### src/rtl/pwm_ctrl_pkg.sv
package pwm_ctrl_pkg;
  localparam int REG_W       = 32;
  localparam int DIV_W       = 13;
  localparam int DUTY_W      = 8;
  localparam int DIV_LSB     = 0;
  localparam int DUTY_LSB    = 16;
  localparam int FULL_BIT    = 24;
  localparam int EN_BIT      = 31;
  localparam int STRIDE_LOG2 = 4;

  typedef struct packed {
    logic              en;
    logic              full;
    logic [DUTY_W-1:0] duty;
    logic [DIV_W-1:0]  div;
  } ch_cfg_t;

  function automatic ch_cfg_t unpack_cfg(input logic [REG_W-1:0] w);
    ch_cfg_t c;
    c.en   = w[EN_BIT];
    c.full = w[FULL_BIT];
    c.duty = w[DUTY_LSB +: DUTY_W];
    c.div  = w[DIV_LSB +: DIV_W];
    return c;
  endfunction

  function automatic logic [REG_W-1:0] pack_cfg(input ch_cfg_t c);
    logic [REG_W-1:0] w;
    w                      = '0;
    w[EN_BIT]              = c.en;
    w[FULL_BIT]            = c.full;
    w[DUTY_LSB +: DUTY_W]  = c.duty;
    w[DIV_LSB +: DIV_W]    = c.div;
    return w;
  endfunction
endpackage

### src/rtl/pwm_ctrl_regs.sv
module pwm_ctrl_regs
  import pwm_ctrl_pkg::*;
#(
  parameter int NUM_CH = 4,
  parameter int ADDR_W = 8
) (
  input  logic                      clk,
  input  logic                      rst_n,
  input  logic                      bus_wr,
  input  logic [ADDR_W-1:0]         bus_addr,
  input  logic [REG_W-1:0]          bus_wdata,
  output logic [REG_W-1:0]          bus_rdata,
  output ch_cfg_t [NUM_CH-1:0]      cfg_q,
  output logic [NUM_CH-1:0]         wr_hit
);
  localparam int IDX_W = ADDR_W - STRIDE_LOG2;

  logic [IDX_W-1:0]  idx;
  logic              off_ok;
  logic [NUM_CH-1:0] sel;

  assign idx    = bus_addr[ADDR_W-1:STRIDE_LOG2];
  assign off_ok = (bus_addr[STRIDE_LOG2-1:0] == '0);

  for (genvar c = 0; c < NUM_CH; c++) begin : g_word
    assign sel[c]    = off_ok && (idx == IDX_W'(c));
    assign wr_hit[c] = bus_wr && sel[c];

    always_ff @(posedge clk or negedge rst_n) begin
      if (!rst_n)
        cfg_q[c] <= '0;
      else if (wr_hit[c])
        cfg_q[c] <= unpack_cfg(bus_wdata);
    end
  end

  always_comb begin
    bus_rdata = '0;
    for (int c = 0; c < NUM_CH; c++) begin
      if (sel[c])
        bus_rdata = pack_cfg(cfg_q[c]);
    end
  end
endmodule

### src/rtl/pwm_ctrl_chan.sv
module pwm_ctrl_chan
  import pwm_ctrl_pkg::*;
(
  input  logic              clk,
  input  logic              rst_n,
  input  logic              restart,
  input  ch_cfg_t           cfg,
  output logic [DIV_W-1:0]  pre_q,
  output logic [DUTY_W-1:0] tick_q,
  output logic              pwm_o
);
  always_ff @(posedge clk or negedge rst_n) begin
    if (!rst_n) begin
      pre_q  <= '0;
      tick_q <= '0;
    end else if (restart || !cfg.en) begin
      pre_q  <= '0;
      tick_q <= '0;
    end else if (pre_q == cfg.div) begin
      pre_q  <= '0;
      tick_q <= tick_q + 1'b1;
    end else begin
      pre_q  <= pre_q + 1'b1;
    end
  end

  assign pwm_o = cfg.en && (cfg.full || (tick_q < cfg.duty));
endmodule

### src/rtl/pwm_ctrl.sv
module pwm_ctrl
  import pwm_ctrl_pkg::*;
#(
  parameter int NUM_CH = 4,
  parameter int ADDR_W = 8
) (
  input  logic              clk,
  input  logic              rst_n,
  input  logic              bus_wr,
  input  logic [ADDR_W-1:0] bus_addr,
  input  logic [REG_W-1:0]  bus_wdata,
  output logic [REG_W-1:0]  bus_rdata,
  output logic [NUM_CH-1:0] pwm_out
);
  ch_cfg_t [NUM_CH-1:0]             ch_cfg;
  logic    [NUM_CH-1:0]             ch_hit;
  logic    [NUM_CH-1:0][DIV_W-1:0]  ch_pre;
  logic    [NUM_CH-1:0][DUTY_W-1:0] ch_tick;

  pwm_ctrl_regs #(.NUM_CH(NUM_CH), .ADDR_W(ADDR_W)) u_regs (
    .clk       (clk),
    .rst_n     (rst_n),
    .bus_wr    (bus_wr),
    .bus_addr  (bus_addr),
    .bus_wdata (bus_wdata),
    .bus_rdata (bus_rdata),
    .cfg_q     (ch_cfg),
    .wr_hit    (ch_hit)
  );

  for (genvar c = 0; c < NUM_CH; c++) begin : g_chan
    pwm_ctrl_chan u_chan (
      .clk     (clk),
      .rst_n   (rst_n),
      .restart (ch_hit[c]),
      .cfg     (ch_cfg[c]),
      .pre_q   (ch_pre[c]),
      .tick_q  (ch_tick[c]),
      .pwm_o   (pwm_out[c])
    );
  end
endmodule

### config.mk
export PLATFORM = sky130hd
export DESIGN_NAME = pwm_ctrl
export DESIGN_NICKNAME = d
export VERILOG_FILES = /design/src/rtl/pwm_ctrl_pkg.sv /design/src/rtl/pwm_ctrl_regs.sv /design/src/rtl/pwm_ctrl_chan.sv /design/src/rtl/pwm_ctrl.sv
export SDC_FILE = /design/constraint.sdc
export NUM_CORES = 1
export LEC_CHECK = 0
export CORE_MARGIN = 3
export CORE_UTILIZATION = 30
export DETAILED_ROUTE_END_ITERATION = 10
export DONT_BUFFER_PORTS = 1
export PLACE_DENSITY = 0.43
export SLEW_MARGIN = 20
export SYNTH_ARGS = -nofsm -noshare
export SYNTH_HDL_FRONTEND = slang
export SYNTH_HIERARCHICAL = 1
export SYNTH_SLANG_ARGS = --single-unit
### constraint.sdc
create_clock -name clk -period 2.3 [get_ports clk]
set_clock_uncertainty 0.1 [all_clocks]
set_input_delay 0.345 -clock clk [delete_from_list [all_inputs] [get_ports clk]]
set_output_delay 0.345 -clock clk [all_outputs]
set_load 0.01 [all_outputs]
# [Word level (Yosys, flattened, before mapping)]
# Cells that the tools add are included.
[word_totals] ff_bits=176 word_cells=93 output_inout_bits=36
[op_classes] n_eq_ne=7 magnitude_cmp=4 n_reduce_logical=30 addsub=8 mux=20
[ops] cell="$mux W32" count=4
[ops] cell="$mux W13" count=8
[ops] cell="$mux W8" count=8
[ops] cell="$add A13 B1 Y13 const B" count=4
[ops] cell="$eq A13 B13 Y1" count=4
[ops] cell="$add A8 B1 Y8 const B" count=4
[ops] cell="$lt A8 B8 Y1" count=4
[ops] cell="$logic_and A1 B1 Y1" count=12
[ops] cell="$eq A4 B2 Y1 const B" count=2
[ops] cell="$logic_not A4 Y1" count=2
[ops] cell="$logic_or A1 B1 Y1" count=8
[ops] cell="$reduce_bool A2 Y1" count=4
[ops] cell="$eq A4 B1 Y1 const B" count=1
[ops] cell="$logic_not A1 Y1" count=4

# [Longest topological paths before layout]
# Gate-level depths: netlist of run 1.
[logic_depth] word_depth=6 ltp_mapped=10 depth_no_buf=7

# [Cells and area by module]
# Netlist of run 1, hierarchy kept.
[modules_own_cells] mod="pwm_ctrl_regs" instances=1 area_each_um2=4520.6 seq_area_each_um2=2302.2 cells_per_inst=277
[modules_own_cells] mod="pwm_ctrl_chan at g_chan[0].u_chan ..." instances=3 area_each_um2=1317.5 seq_area_each_um2=525.5 cells_per_inst=144
[modules_own_cells] mod="pwm_ctrl_chan at g_chan[1].u_chan" instances=1 area_each_um2=1455.1 seq_area_each_um2=525.5 cells_per_inst=154

# [Worst setup path after synthesis of run 1]
# No wires, ideal clock.
[synth_timing] path_type="input to register" start="input bus_addr[7]" end="register g_chan[2].u_chan.pre_q[10]" arrival_time_ps=2173 path_buffers=3 path_stages=9 required_ps=2079 setup_slack_ps=-94 cell_sequence="nor4_4 > nand4_4 > buf_6 > inv_1 > nand2b_1 > clkbuf_1 > or2b_1 > buf_2 > nor2_1"
[synth_via] elab_chain_cells=5
[synth_rtl] element="from (decl)" line_no="pwm_ctrl.sv:10" source="input logic [ADDR_W-1:0] bus_addr,"
[synth_rtl] element="$eq A4 B2 Y1" line_no="pwm_ctrl_regs.sv:26" source="assign sel[c] = off_ok && (idx == IDX_W'(c));"
[synth_rtl] element="$logic_and A1 B1 Y1" line_no="pwm_ctrl_regs.sv:26"
[synth_rtl] element="$logic_and A1 B1 Y1" line_no="pwm_ctrl_regs.sv:27" source="assign wr_hit[c] = bus_wr && sel[c];"
[synth_rtl] element="net ch_hit[2]" line_no="pwm_ctrl.sv:16" source="logic [NUM_CH-1:0] ch_hit;"
[synth_rtl] element="$logic_or A1 B1 Y1" line_no="pwm_ctrl_chan.sv:16" source="end else if (restart || !cfg.en) begin"
[synth_rtl] element="$mux W13" line_no="pwm_ctrl_chan.sv:16"
[synth_rtl] element="to (signal assigned)" line_no="pwm_ctrl_chan.sv:23" source="pre_q <= pre_q + 1'b1;"
[synth_rtl] element="to (decl)" line_no="pwm_ctrl_chan.sv:8" source="output logic [DIV_W-1:0] pre_q,"
# The timed path passes the listed nets, and every way through them passes these cells.
# A chain may end at the register's enable or synchronous reset.

# [Worst setup path after layout of run 1]
[layout_timing] start="register g_chan[2].u_chan.tick_q[1]" end="output pwm_out[2]"
[layout_via] elab_chain_cells=3
[layout_rtl] element="from (decl)" line_no="pwm_ctrl_chan.sv:9" source="output logic [DUTY_W-1:0] tick_q,"
[layout_rtl] element="from (signal assigned)" line_no="pwm_ctrl_chan.sv:21" source="tick_q <= tick_q + 1'b1;"
[layout_rtl] element="$lt A8 B8 Y1" line_no="pwm_ctrl_chan.sv:27" source="assign pwm_o = cfg.en && (cfg.full || (tick_q < cfg.duty));"
[layout_rtl] element="$logic_or A1 B1 Y1" line_no="pwm_ctrl_chan.sv:27"
[layout_rtl] element="$logic_and A1 B1 Y1" line_no="pwm_ctrl_chan.sv:27"
[layout_rtl] element="to (decl)" line_no="pwm_ctrl.sv:13" source="output logic [NUM_CH-1:0] pwm_out"
# No other way between the ends.

==> reports/summary.log, run 1 <==
INFO  status         outcome=finished with violations
INFO  pwr            irDropWorstVdd=0.465mV
INFO  placed_design  buffer_ports.inserted=0
INFO  timing         drv_slew=0
INFO  cells_and_area antenna-diode-count=0
INFO  floorplanning  initial_core_util=30.9%
INFO  routing        firstDrtPassIters=4
INFO  timing         timing.final.crit_period=2.35ns
INFO  global_route   groute.usage.overall=14.3%
INFO  placed_design  dp.cells=1304
INFO  routing        route.detailed.vias_per_inst=4.77
INFO  global_route   grt_start_max_net_pins=177
INFO  critical_path  timing.critical_path.slowest_cell_delay=0.41ns
INFO  routing        avgRoutedWirePerCell=18.3um
INFO  hold_path      hold_class=in2async
INFO  yosys          synth_seq_area_share=44.4%
INFO  clock_tree     worst_skew_pair.late_latency=0.43ns
INFO  placed_design  finalWeightedCongestion=0.751
INFO  cells_and_area layout.cell_area.non_filler=0.0118mm2
INFO  floorplanning  core_region_area=0.0321mm2
INFO  placed_design  dpl-instance-area=0.0105mm2
INFO  floorplanning  die_height=188um
INFO  global_route   overflow=0
INFO  global_route   grt_pass1_vias=6441
INFO  critical_path  timing.critical_path.from_type=register
INFO  yosys          post_synth_num_cell_types=50
INFO  clock_tree     cts-buffers-inserted=17
INFO  cells_and_area finalNetCount=1012
INFO  critical_path  critical_path.endpoint_type=output pin
INFO  pwr            p_total=7.30mW
INFO  routing        detailroute.via_count=6571
INFO  yosys          synthDominantAreaCellType=sky130_fd_sc_hd__dfrtp_1
INFO  global_route   antenna_found_initial=4
INFO  timing         fin_hold_ws=-0.491ns
INFO  critical_path  worst-r2r-setup-slack=0.05ns
INFO  timing         post-route-worst-setup-slack=-0.0521ns
INFO  yosys          synth_seq_cells=176
INFO  critical_path  timing.critical_path.required=1.86ns
INFO  yosys          syn-mean-instance-area=11.5um2
INFO  global_route   grt_first_pass_wirelength=39400um
INFO  clock_tree     cts_tree=yes
INFO  critical_path  crit_fanout=2
INFO  pwr            power.static_leakage=5.20nW
INFO  yosys          ys_warn_count=6
INFO  critical_path  worstPathBufferInverterCount=2
INFO  floorplanning  die_area=0.0353mm2
INFO  critical_path  timing.critical_path.arrival=1.91ns
INFO  floorplanning  floorplan.die.width=188um
INFO  clock_tree     clkSinkCount=176
INFO  cells_and_area layout.cells.non_filler=1379
INFO  clock_tree     clk_path_buf_depth=2
INFO  yosys          synthTopCellsByArea=sky130_fd_sc_hd__dfrtp_1 (44%), sky130_fd_sc_hd__mux2_4 (6.0%), sky130_fd_sc_hd__xnor2_1 (5.9%), sky130_fd_sc_hd__mux2_2 (5.9%), sky130_fd_sc_hd__mux4_2 (5.2%)
INFO  critical_path  timing.critical_path.cells=ha_1 > a21o_1 > a211oi_2 > nor3_1 > o21ai_1 > buf_4 > buf_6
INFO  critical_path  timing.rr.end=g_chan[3].u_chan/tick_q[6]$_DFFE_PN0P_
INFO  timing         fmax=0.425GHz
INFO  timing         finalSetupViolations=1
INFO  cells_and_area drive_above_1_share=26.7%
INFO  pwr            pwr_per_cell_area=621mW/mm2
INFO  yosys          synth_edf_count=0
INFO  critical_path  critPathTopFamily=compound AO/OA/AOI/OAI gates
INFO  critical_path  critical_path.slowest_cell=sky130_fd_sc_hd__dfrtp_1
INFO  timing         period_share=102%
INFO  yosys          synth_largest_type_area_fraction=44.4%
INFO  clock_tree     clockRootBuffer=sky130_fd_sc_hd__clkbuf_16
INFO  critical_path  critPathKind=reg2out
INFO  cells_and_area n_fill_cell=3151
INFO  floorplanning  std_cell_rows=65
INFO  cells_and_area areaGrowthSynthToFinish=18.4%
INFO  timing         rsz_0062_raised_after_global_routing=true
INFO  routing        post-route-drc-count=0
INFO  placed_design  detailed_place_hpwl=18100um
INFO  clock_tree     post_cts_hold_buffer_count=23
INFO  yosys          synth_cells=863
INFO  timing         final_hold_viol_count=176
INFO  yosys          synth.cell_area=0.00993mm2
INFO  clock_tree     cts-htree-levels=4
INFO  yosys          async_reset_ff_share=100%
INFO  run            max-cap-violations=0
INFO  routing        sum_of_routed_wire_length_over_all_layers=25300um
INFO  critical_path  ff2ff_path_depth=5
INFO  routing        drt-initial-drc-count=394
INFO  yosys          synthFlopType=sky130_fd_sc_hd__dfrtp_1
INFO  routing        antenna_violating_nets_post_route=0
INFO  status         violated_checks=negative hold slack, negative setup slack
INFO  critical_path  worstReg2RegStart=u_regs/cfg_q[70]$_DFFE_PN0P_
INFO  clock_tree     cts.clk_slew.worst_paths=0.07ns
INFO  floorplanning  pin_count=79
[synth_stat cells (12+ instances only)]
library cell               instances
sky130_fd_sc_hd__mux4_2           23
sky130_fd_sc_hd__nand2b_1         12
sky130_fd_sc_hd__xor2_1           29
sky130_fd_sc_hd__and3_1           27
sky130_fd_sc_hd__ha_1             36
sky130_fd_sc_hd__dfrtp_1         176
sky130_fd_sc_hd__mux2_4           40
sky130_fd_sc_hd__or4_1            12
sky130_fd_sc_hd__mux2_2           52
sky130_fd_sc_hd__o31ai_1          12
sky130_fd_sc_hd__o21ai_0          14
sky130_fd_sc_hd__nand3_1          30
sky130_fd_sc_hd__nand2_1          38
sky130_fd_sc_hd__xnor2_1          67
sky130_fd_sc_hd__a21oi_1          30
sky130_fd_sc_hd__nor2_1           72
sky130_fd_sc_hd__or3_1            14
sky130_fd_sc_hd__nand4_1          22
sky130_fd_sc_hd__inv_1            44
sky130_fd_sc_hd__clkbuf_1         12
[metal layers]
metal | track usage (%) | vias to the layer above | share of wire [%]
li1 | - | 3196 | -
met1 | 20.8 | 3267 | 50
met2 | 22.1 | 81 | 47
met3 | 2.65 | 21 | 2.3
met4 | 3.41 | 6 | 1.1
met5 | 0 | - | 0.13
[cell usage in the layout, fill, tap and decap left out, types with 27 or more instances in the layout]
cell,netlist,routed
sky130_fd_sc_hd__xnor2_1,67,59
sky130_fd_sc_hd__buf_4,10,51
sky130_fd_sc_hd__nand3_1,30,29
sky130_fd_sc_hd__nand2_1,38,37
sky130_fd_sc_hd__mux2_2,52,52
sky130_fd_sc_hd__xor2_1,29,29
sky130_fd_sc_hd__dfrtp_1,176,168
sky130_fd_sc_hd__and3_1,27,27
sky130_fd_sc_hd__inv_1,44,42
sky130_fd_sc_hd__nor2_1,72,72
sky130_fd_sc_hd__ha_1,36,34
sky130_fd_sc_hd__mux2_4,40,40
[through the flow]
| stage | TNS [ns] | util, % | worst slack (ns) | hold WS, ns |
|---|---|---|---|---|
| final | -0.0521 | 36.6 | -0.0521 | -0.491 |
| after global routing | -0.519 | 36.6 | -0.137 | -0.517 |
| after CTS | -0.194 | 35.8 | -0.0891 | -0.509 |
| after detailed placement | 0 | 32.8 | 0.0797 | -0.0431 |
| after global placement | 0 | 32.8 | 0.0777 | -0.0446 |
| after floorplan | -0.00636 | - | -0.000795 | -0.0506 |
[power by group]
part / switching [mW] / internal [mW] / total (mW)
sequential: 0.104 / 3.18 / 3.28
combinational: 0.386 / 0.440 / 0.825
clock: 1.25 / 1.95 / 3.19
total: 1.74 / 5.56 / 7.30
[layout make-up]
| class | instances | area (um2) | area share [%] |
|---|---|---|---|
| clock buffer | 20 | 447 | 3.80 |
| clock inverter | 10 | 186 | 1.59 |
| inverter | 44 | 165 | 1.40 |
| multi-input combinational | 612 | 5260 | 44.7 |
| sequential | 176 | 4410 | 37.5 |
| tap | 435 | 544 | 4.63 |
| timing repair buffer | 82 | 741 | 6.30 |
[cell families after synthesis]
logic type | synth area share, %
and+or+nand+nor | 14.9
DFF | 44.4
muxes | 17.7
xor gates and xnor gates | 8.80
buffers and inverters | 4.60
AOI/OAI and AO/OA | 5.05
adders and majority gates | 4.54
other | 0.0378
[how the worst max path moves through the flow]
stage | start | depth (start not counted) | endpoint | slack [ns]
3_5_place_dp | u_regs/cfg_q[2]$_DFFE_PN0P_ | 5 | g_chan[0].u_chan/tick_q[7]$_DFFE_PN0P_ | 0.08
6_report | g_chan[2].u_chan/tick_q[1]$_DFFE_PN0P_ | 7 | pwm_out[2] | -0.05
5_1_grt | g_chan[2].u_chan/tick_q[1]$_DFFE_PN0P_ | 7 | pwm_out[2] | -0.14
2_1_floorplan | bus_addr[2] | 9 | g_chan[2].u_chan/pre_q[10]$_DFF_PN0_ | -0.0008
3_3_place_gp | g_chan[0].u_chan/pre_q[3]$_DFF_PN0_ | 5 | g_chan[0].u_chan/tick_q[7]$_DFFE_PN0P_ | 0.08
4_1_cts | g_chan[2].u_chan/tick_q[1]$_DFFE_PN0P_ | 7 | pwm_out[2] | -0.09
[state kept, by name (all words and copies together) (netlist names)]
| name | flops |
|---|---|
| g_chan.u_chan/pre_q | 52 |
| g_chan.u_chan/tick_q | 32 |
| u_regs/cfg_q | 92 |
[timing repair]
| action | CTS | global route |
|---|---|---|
| gates resized for setup | 11 | 30 |
| setup buffers | 5 | 16 |
| hold endpoints to repair | 268 | 176 |
| setup endpoints to repair | 4 | 9 |
| gates cloned | 0 | 1 |
| pin swaps | 14 | 15 |
Power figures use the tool's default switching activity.
==> run 2, diff against run 1 <==
- REMOVE_ABC_BUFFERS: unset -> 1
==> run 2 against run 1 <==
The flow still finishes with violations (negative hold slack, negative setup slack); sequential share of layout area rose by 0.096 points; power fell by 0.92%; routed wire length rose by 3.4%; via count rose by 1.8%; flip-flop and latch count did not move; largest cell class unchanged.
==> reports/summary.log, run 2 (synthesis results as in run 1) <==
INFO  cells_and_area finalNetCount=1018 [was 1012]
INFO  timing         finalSetupViolations=2 [was 1]
INFO  placed_design  buffer_ports.inserted=0 [unchanged]
INFO  global_route   overflow=0 [unchanged]
INFO  floorplanning  core_region_area=0.0321mm2 [unchanged]
INFO  clock_tree     cts-htree-levels=4 [unchanged]
INFO  placed_design  dp.cells=1307 [was 1304]
INFO  critical_path  critPathKind=reg2out [unchanged]
INFO  global_route   grt_start_max_net_pins=177 [unchanged]
INFO  global_route   groute.usage.overall=14.8% [was 14.3%]
INFO  timing         period_share=101% [was 102%]
INFO  critical_path  setup.worst_path.start=u_regs/cfg_q[60]$_DFFE_PN0P_ [was g_chan[2].u_chan/tick_q[1]$_DFFE_PN0P_]
INFO  clock_tree     clk_path_buf_depth=2 [unchanged]
INFO  critical_path  timing.critical_path.slowest_cell_delay=0.39ns [was 0.41 ns]
INFO  critical_path  timing.critical_path.cells=inv_2 > ha_4 > a21o_1 > a211oi_2 > nor3_2 > o21ai_2 > buf_6 [was ha_1 > a21o_1 > a211oi_2 > nor3_1 > o21ai_1 > buf_4 > buf_6]
INFO  timing         fin_hold_ws=-0.489ns [was -0.491 ns]
INFO  clock_tree     cts-buffers-inserted=17 [unchanged]
INFO  global_route   antenna_found_initial=3 [was 4]
INFO  cells_and_area layout.cells.non_filler=1387 [was 1379]
INFO  timing         drv_slew=0 [unchanged]
INFO  pwr            p_total=7.23mW [was 7.30 mW]
INFO  floorplanning  die_height=188um [unchanged]
INFO  floorplanning  std_cell_rows=65 [unchanged]
INFO  timing         fmax=0.430GHz [was 0.425 GHz]
INFO  critical_path  timing.critical_path.from_type=register [unchanged]
INFO  routing        drt-initial-drc-count=400 [was 394]
INFO  routing        met2RoutedLength=12800um [was 11800 um]
INFO  clock_tree     cts_tree=yes [unchanged]
INFO  pwr            irDropWorstVdd=0.498mV [was 0.465 mV]
INFO  critical_path  worstReg2RegStart=g_chan[0].u_chan/pre_q[3]$_DFF_PN0_ [was u_regs/cfg_q[70]$_DFFE_PN0P_]
INFO  cells_and_area final_cell_mix=sky130_fd_sc_hd__dfrtp_1 (171), sky130_fd_sc_hd__nor2_1 (72), sky130_fd_sc_hd__xnor2_1 (64) [was sky130_fd_sc_hd__dfrtp_1 (168), sky130_fd_sc_hd__nor2_1 (72), sky130_fd_sc_hd__xnor2_1 (59)]
INFO  placed_design  detailed_place_hpwl=18000um [was 18100 um]
INFO  placed_design  place_worst_setup_slack=0.0939ns [was 0.0797 ns]
INFO  critical_path  critPathTopFamily=compound AO/OA/AOI/OAI gates [unchanged]
INFO  cells_and_area number_of_flip_flops_in_the_largest_register=92 [unchanged]
INFO  cells_and_area drive_above_1_share=26.6% [was 26.7%]
INFO  run            max-cap-violations=0 [unchanged]
INFO  routing        firstDrtPassIters=4 [unchanged]
INFO  clock_tree     post_cts_hold_buffer_count=23 [unchanged]
INFO  timing         post-route-worst-setup-slack=-0.0251ns [was -0.0521 ns]
INFO  placed_design  finalWeightedCongestion=0.745 [was 0.751]
INFO  timing         timing.final.crit_period=2.33ns [was 2.35 ns]
INFO  cells_and_area areaGrowthSynthToFinish=18.0% [was 18.4%]
INFO  routing        sum_of_routed_wire_length_over_all_layers=26200um [was 25300 um]
INFO  pwr            power.static_leakage=5.22nW [was 5.20 nW]
INFO  clock_tree     clockRootBuffer=sky130_fd_sc_hd__clkbuf_16 [unchanged]
INFO  timing         final_hold_viol_count=176 [unchanged]
INFO  cells_and_area core_utilization_of_the_finished_layout=36.5% [was 36.6%]
INFO  global_route   grt_first_pass_wirelength=40400um [was 39400 um]
INFO  clock_tree     clkSinkCount=176 [unchanged]
INFO  clock_tree     worst_skew_pair.late_latency=0.43ns [about the same]
INFO  routing        route.top_layer_used=met5 [unchanged]
INFO  routing        post-route-drc-count=0 [unchanged]
INFO  status         violated_checks=negative hold slack, negative setup slack [unchanged]
INFO  cells_and_area antenna-diode-count=0 [unchanged]
INFO  critical_path  worstPathBufferInverterCount=2 [unchanged]
INFO  routing        avgRoutedWirePerCell=18.9um [was 18.3 um]
INFO  routing        detailroute.via_count=6687 [was 6571]
INFO  routing        antenna_violating_nets_post_route=0 [unchanged]
INFO  floorplanning  die_area=0.0353mm2 [unchanged]
INFO  routing        route.layer.met1.wl=12400um [was 12600 um]
INFO  cells_and_area top_register=u_regs/cfg_q [unchanged]
INFO  floorplanning  floorplan.die.width=188um [unchanged]
INFO  hold_path      hold_class=in2async [unchanged]
INFO  critical_path  timing.critical_path.arrival=1.88ns [was 1.91 ns]
INFO  floorplanning  pin_count=79 [unchanged]
INFO  routing        route.detailed.vias_per_inst=4.82 [was 4.77]
INFO  cells_and_area mostFrequentLayoutCell=sky130_fd_sc_hd__dfrtp_1 [unchanged]
INFO  floorplanning  initial_core_util=30.9% [unchanged]
INFO  routing        detailroute.wirelength.met3=599um [was 586 um]
INFO  critical_path  timing.critical_path.required=1.86ns [about the same]
INFO  critical_path  critical_path.endpoint_type=output pin [unchanged]
INFO  timing         rsz_0062_raised_after_global_routing=true [unchanged]
INFO  global_route   grt_pass1_vias=6756 [was 6441]
INFO  critical_path  critical_path.slowest_cell=sky130_fd_sc_hd__dfrtp_1 [unchanged]
INFO  cells_and_area biggestRegsByFlops=u_regs/cfg_q (92), g_chan.u_chan/pre_q (52), g_chan.u_chan/tick_q (32) [unchanged]
INFO  status         outcome=finished with violations [unchanged]
INFO  critical_path  crit_fanout=2 [unchanged]
INFO  cells_and_area n_fill_cell=3182 [was 3151]
INFO  pwr            pwr_per_cell_area=617mW/mm2 [was 621 mW/mm2]
INFO  clock_tree     cts.clk_slew.worst_paths=0.07ns [about the same]
==> run 2: path summary, 6_finish.rpt <==
kind	to	slack, ns	cells after the start
setup / recovery	pwm_out[2]	-0.03	7
hold / removal	g_chan[2].u_chan/pre_q[8]$_DFF_PN0_	-0.49	0
setup reg to reg	g_chan[0].u_chan/tick_q[7]$_DFFE_PN0P_	0.08	5
hold reg to reg	u_regs/cfg_q[63]$_DFFE_PN0P_	0.44	1
max in group asynchronous	u_regs/cfg_q[22]$_DFFE_PN0P_	2.29	0
min in group clk	u_regs/cfg_q[82]$_DFFE_PN0P_	0.04	2
==> run 2: through the flow <==
stage	instance area [um2]	TNS (ns)
2_1_floorplan	9670	-14.81
3_3_place_gp	10500	0
3_5_place_dp	10500	0
4_1_cts	11500	-0.292
5_1_grt	11700	-0.669
6_report	11700	-0.0254
==> run 2: report_power, final <==
group / switching, mW / total [mW] / internal (mW)
sequential: 0.100 / 3.28 / 3.18
combinational: 0.400 / 0.834 / 0.434
clock: 1.27 / 3.12 / 1.85
==> run 2: layout make-up <==
cell class | instances | area, um2 | area share [%]
clock buffer | 23 | 498 | 4.25
sequential | 176 | 4410 | 37.6
tap | 435 | 544 | 4.64
inverter | 44 | 165 | 1.41
multi-input combinational | 612 | 5220 | 44.6
timing repair buffer | 88 | 748 | 6.39
clock inverter | 9 | 129 | 1.10
==> run 2: what timing repair did <==
| item | in CTS | in global routing |
|---|---|---|
| setup buffers | 6 | 18 |
| resized for setup | 10 | 24 |
| gates cloned | 0 | 1 |
| pin swaps | 12 | 17 |
| endpoints found under the hold margin | 268 | 176 |
| endpoints found under the setup margin | 4 | 20 |
==> run 2: metal layers <==
| metal | track usage (%) | vias to the layer above |
|---|---|---|
| met1 | 20.3 | 3371 |
| met2 | 23.9 | 64 |
| met3 | 2.64 | 27 |
| met4 | 4.33 | 6 |
| li1 | - | 3219 |
| met5 | 0 | - |
==> run 3, diff against run 2 <==
- clock period: 2.3 -> 2.56 ns (I/O delays scaled with it)
==> run 3 against run 2 <==
Hold slack improved by 0.033 ns; flip-flop and latch count stayed put; the run ends with negative hold slack left; power fell by 12%; die area is the same; core utilization decreased by 1.4 points; register-to-register slack better by 0.27 ns; first-iteration DRC count fell by 4.5%; combinational power fell by 30%; sequential share of layout area up 1.5 points; global-route usage shrank 0.23 points.
==> reports/summary.log, run 3 (synthesis results as in run 1) <==
INFO  status         outcome=finished with violations [unchanged]
INFO  status         violated_checks=negative hold slack [was negative hold slack, negative setup slack]
INFO  run            max-cap-violations=0 [unchanged]
INFO  clock_tree     cts-buffers-inserted=17 [unchanged]
INFO  cells_and_area number_of_flip_flops_in_the_largest_register=92 [unchanged]
INFO  timing         finalSetupViolations=0 [was 2]
INFO  timing         post-route-worst-setup-slack=0.110ns [was -0.0251 ns]
INFO  routing        sum_of_routed_wire_length_over_all_layers=24900um [was 26200 um]
INFO  global_route   groute.usage.overall=14.5% [was 14.8%]
INFO  floorplanning  die_area=0.0353mm2 [unchanged]
INFO  critical_path  timing.critical_path.from_type=register [unchanged]
INFO  routing        route.detailed.vias_per_inst=4.86 [was 4.82]
INFO  pwr            sequentialPowerShare=46.6% [was 45.3%]
INFO  timing         period_share=95.7%
INFO  critical_path  crit_fanout=2 [unchanged]
INFO  cells_and_area top_register=u_regs/cfg_q [unchanged]
INFO  cells_and_area layout.cells.non_filler=1340 [was 1387]
INFO  routing        drt-initial-drc-count=382 [was 400]
INFO  routing        post-route-drc-count=0 [unchanged]
INFO  clock_tree     clockRootBuffer=sky130_fd_sc_hd__clkbuf_16 [unchanged]
INFO  pwr            comb_power_share=9.2% [was 11.5%]
INFO  critical_path  critical_path.slowest_cell=sky130_fd_sc_hd__dfrtp_1 [unchanged]
INFO  critical_path  timing.critical_path.arrival=1.97ns [was 1.88 ns]
INFO  critical_path  timing.critical_path.slowest_cell_delay=0.38ns [was 0.39 ns]
INFO  placed_design  detailed_place_hpwl=17800um [was 18000 um]
INFO  critical_path  critPathKind=reg2out [unchanged]
INFO  timing         drv_slew=0 [unchanged]
INFO  placed_design  finalWeightedCongestion=0.759 [was 0.745]
INFO  clock_tree     cts.clk_slew.worst_paths=0.07ns [about the same]
INFO  pwr            internal-power=4.78mW [was 5.47 mW]
INFO  floorplanning  floorplan.die.width=188um [unchanged]
INFO  pwr            power.static_leakage=4.94nW [was 5.22 nW]
INFO  global_route   grt_pass1_vias=6564 [was 6756]
INFO  floorplanning  die_height=188um [unchanged]
INFO  cells_and_area drive_above_1_share=20.4% [was 26.6%]
INFO  routing        firstDrtPassIters=5 [was 4]
INFO  timing         timing.slew.headroom=61.2%
INFO  timing         fin_hold_ws=-0.456ns [was -0.489 ns]
INFO  placed_design  place_worst_setup_slack=0.304ns [was 0.0939 ns]
INFO  pwr            p_total=6.33mW [was 7.23 mW]
INFO  critical_path  worstPathBufferInverterCount=1 [was 2]
INFO  timing         tns=0ns [was -0.0254 ns]
INFO  clock_tree     post_cts_hold_buffer_count=23 [unchanged]
INFO  pwr            p_sw_share=24.5% [was 24.4%]
INFO  critical_path  timing.rr.end=g_chan[0].u_chan/tick_q[7]$_DFFE_PN0P_ [unchanged]
INFO  clock_tree     clkSinkCount=176 [unchanged]
INFO  critical_path  worstReg2RegStart=u_regs/cfg_q[7]$_DFFE_PN0P_ [was g_chan[0].u_chan/pre_q[3]$_DFF_PN0_]
INFO  critical_path  ff2ff_path_depth=5 [unchanged]
INFO  routing        avgRoutedWirePerCell=18.6um [was 18.9 um]
INFO  clock_tree     worst_skew_pair.late_latency=0.44ns [was 0.43 ns]
INFO  pwr            pwr_per_cell_area=562mW/mm2 [was 617 mW/mm2]
INFO  placed_design  buffer_ports.inserted=0 [unchanged]
INFO  pwr            p_switching=1.55mW [was 1.77 mW]
INFO  global_route   grt_start_max_net_pins=177 [unchanged]
INFO  cells_and_area final_cell_mix=sky130_fd_sc_hd__dfrtp_1 (176), sky130_fd_sc_hd__nor2_1 (72), sky130_fd_sc_hd__xnor2_1 (67) [was sky130_fd_sc_hd__dfrtp_1 (171), sky130_fd_sc_hd__nor2_1 (72), sky130_fd_sc_hd__xnor2_1 (64)]
INFO  routing        detailroute.via_count=6517 [was 6687]
INFO  cells_and_area biggestRegsByFlops=u_regs/cfg_q (92), g_chan.u_chan/pre_q (52), g_chan.u_chan/tick_q (32) [unchanged]
INFO  clock_tree     cts-htree-levels=4 [unchanged]
INFO  floorplanning  std_cell_rows=65 [unchanged]
INFO  cells_and_area finalNetCount=970 [was 1018]
INFO  global_route   antenna_found_initial=2 [was 3]
INFO  global_route   grt_first_pass_wirelength=39800um [was 40400 um]
INFO  clock_tree     cts_tree=yes [unchanged]
INFO  global_route   overflow=0 [unchanged]
INFO  pwr            irDropWorstVdd=0.482mV [was 0.498 mV]
INFO  critical_path  timing.critical_path.cells=inv_1 > ha_4 > a21o_1 > a21o_1 > a21oi_1 > o31a_1 > o21a_1 [was inv_2 > ha_4 > a21o_1 > a211oi_2 > nor3_2 > o21ai_2 > buf_6]
INFO  floorplanning  core_region_area=0.0321mm2 [unchanged]
INFO  critical_path  worst-r2r-setup-slack=0.35ns [was 0.08 ns]
INFO  cells_and_area areaGrowthSynthToFinish=13.4% [was 18.0%]
INFO  floorplanning  initial_core_util=30.9% [unchanged]
INFO  timing         timing.final.crit_period=2.45ns
INFO  timing         tightest_pin_transition=0.581ns
INFO  routing        antenna_violating_nets_post_route=0 [unchanged]
INFO  critical_path  timing.critical_path.required=2.08ns [was 1.86 ns]
INFO  critical_path  critPathTopFamily=compound AO/OA/AOI/OAI gates [unchanged]
INFO  clock_tree     clk_path_buf_depth=2 [unchanged]
INFO  cells_and_area core_utilization_of_the_finished_layout=35.0% [was 36.5%]
INFO  cells_and_area mostFrequentLayoutCell=sky130_fd_sc_hd__dfrtp_1 [unchanged]
INFO  floorplanning  pin_count=79 [unchanged]
INFO  critical_path  critical_path.endpoint_type=output pin [unchanged]
INFO  timing         fmax=0.408GHz
INFO  placed_design  dp.cells=1282 [was 1307]
INFO  timing         final_hold_viol_count=176 [unchanged]
INFO  pwr            clockPowerShare=44.2% [was 43.1%]
INFO  critical_path  cpMostUsedCell=sky130_fd_sc_hd__a21o_1
INFO  hold_path      hold_class=in2async [unchanged]
INFO  timing         rsz_0062_raised_after_global_routing=false [was true]
run 3: changes by cell type in the layout (fill, tap and decap cells not counted), sizes merged:
cell and change:
buf -47, bufinv +1, clkbuf -5, clkinvlp +3, diode +1, inv +1, or4 -1
run 3: final cells by class:
| class | instances | area (um2) |
|---|---|---|
| Antenna cell | 1 | 2.50 |
| Timing Repair Buffer | 41 | 390 |
| Multi-Input combinational cell | 611 | 5130 |
| Fill cell | 3174 | 20900 |
| Sequential cell | 176 | 4400 |
| Inverter | 44 | 165 |
| Clock buffer | 18 | 429 |
| Clock inverter | 14 | 190 |
| Tap cell | 435 | 544 |
run 3: per-layer routing:
metal	global-route usage, %	wire length (um)	up-vias
li1	-	-	3112
met1	19.7	12000	3317
met2	23.8	11900	64
met3	2.73	609	22
met4	4.04	364	2
met5	0	7	-
run 3: what timing repair did:
| item | CTS | global route |
|---|---|---|
| setup endpoints to repair | 2 | 4 |
| endpoints found under the hold margin | 268 | 176 |
| pin swaps | 2 | 5 |
| resized for setup | 2 | 7 |
| setup buffers | 1 | 1 |
run 3: how the worst max path moves through the flow:
stage,cells after the start,start,endpoint,slack (ns)
6_report,7,u_regs/cfg_q[41]$_DFFE_PN0P_,pwm_out[1],0.11
4_1_cts,7,u_regs/cfg_q[14]$_DFFE_PN0P_,pwm_out[0],0.01
3_5_place_dp,7,u_regs/cfg_q[60]$_DFFE_PN0P_,pwm_out[2],0.30
2_1_floorplan,6,bus_addr[7],g_chan[2].u_chan/pre_q[10]$_DFF_PN0_,-0.24
5_1_grt,7,u_regs/cfg_q[60]$_DFFE_PN0P_,pwm_out[2],0.02
3_3_place_gp,7,u_regs/cfg_q[60]$_DFFE_PN0P_,pwm_out[2],0.30
run 3: through the flow:
| stage | hold slack [ns] | area (um2) |
|---|---|---|
| after global placement | -0.00300 | 10400 |
| after global routing | -0.482 | 11300 |
| final | -0.456 | 11300 |
| after CTS | -0.482 | 11200 |
| after floorplan | -0.0116 | 9670 |
| after detailed placement | -0.00125 | 10400 |
run 3: power by group through the flow:
stage / clock (mW) / combinational [mW] / sequential [mW]
floorplan: 0 / 0.414 / 2.96
global route: 2.99 / 0.640 / 2.96
finish: 2.80 / 0.584 / 2.95
global placement: 0 / 0.530 / 3.00
CTS: 2.88 / 0.587 / 2.95
detailed placement: 0 / 0.532 / 3.00
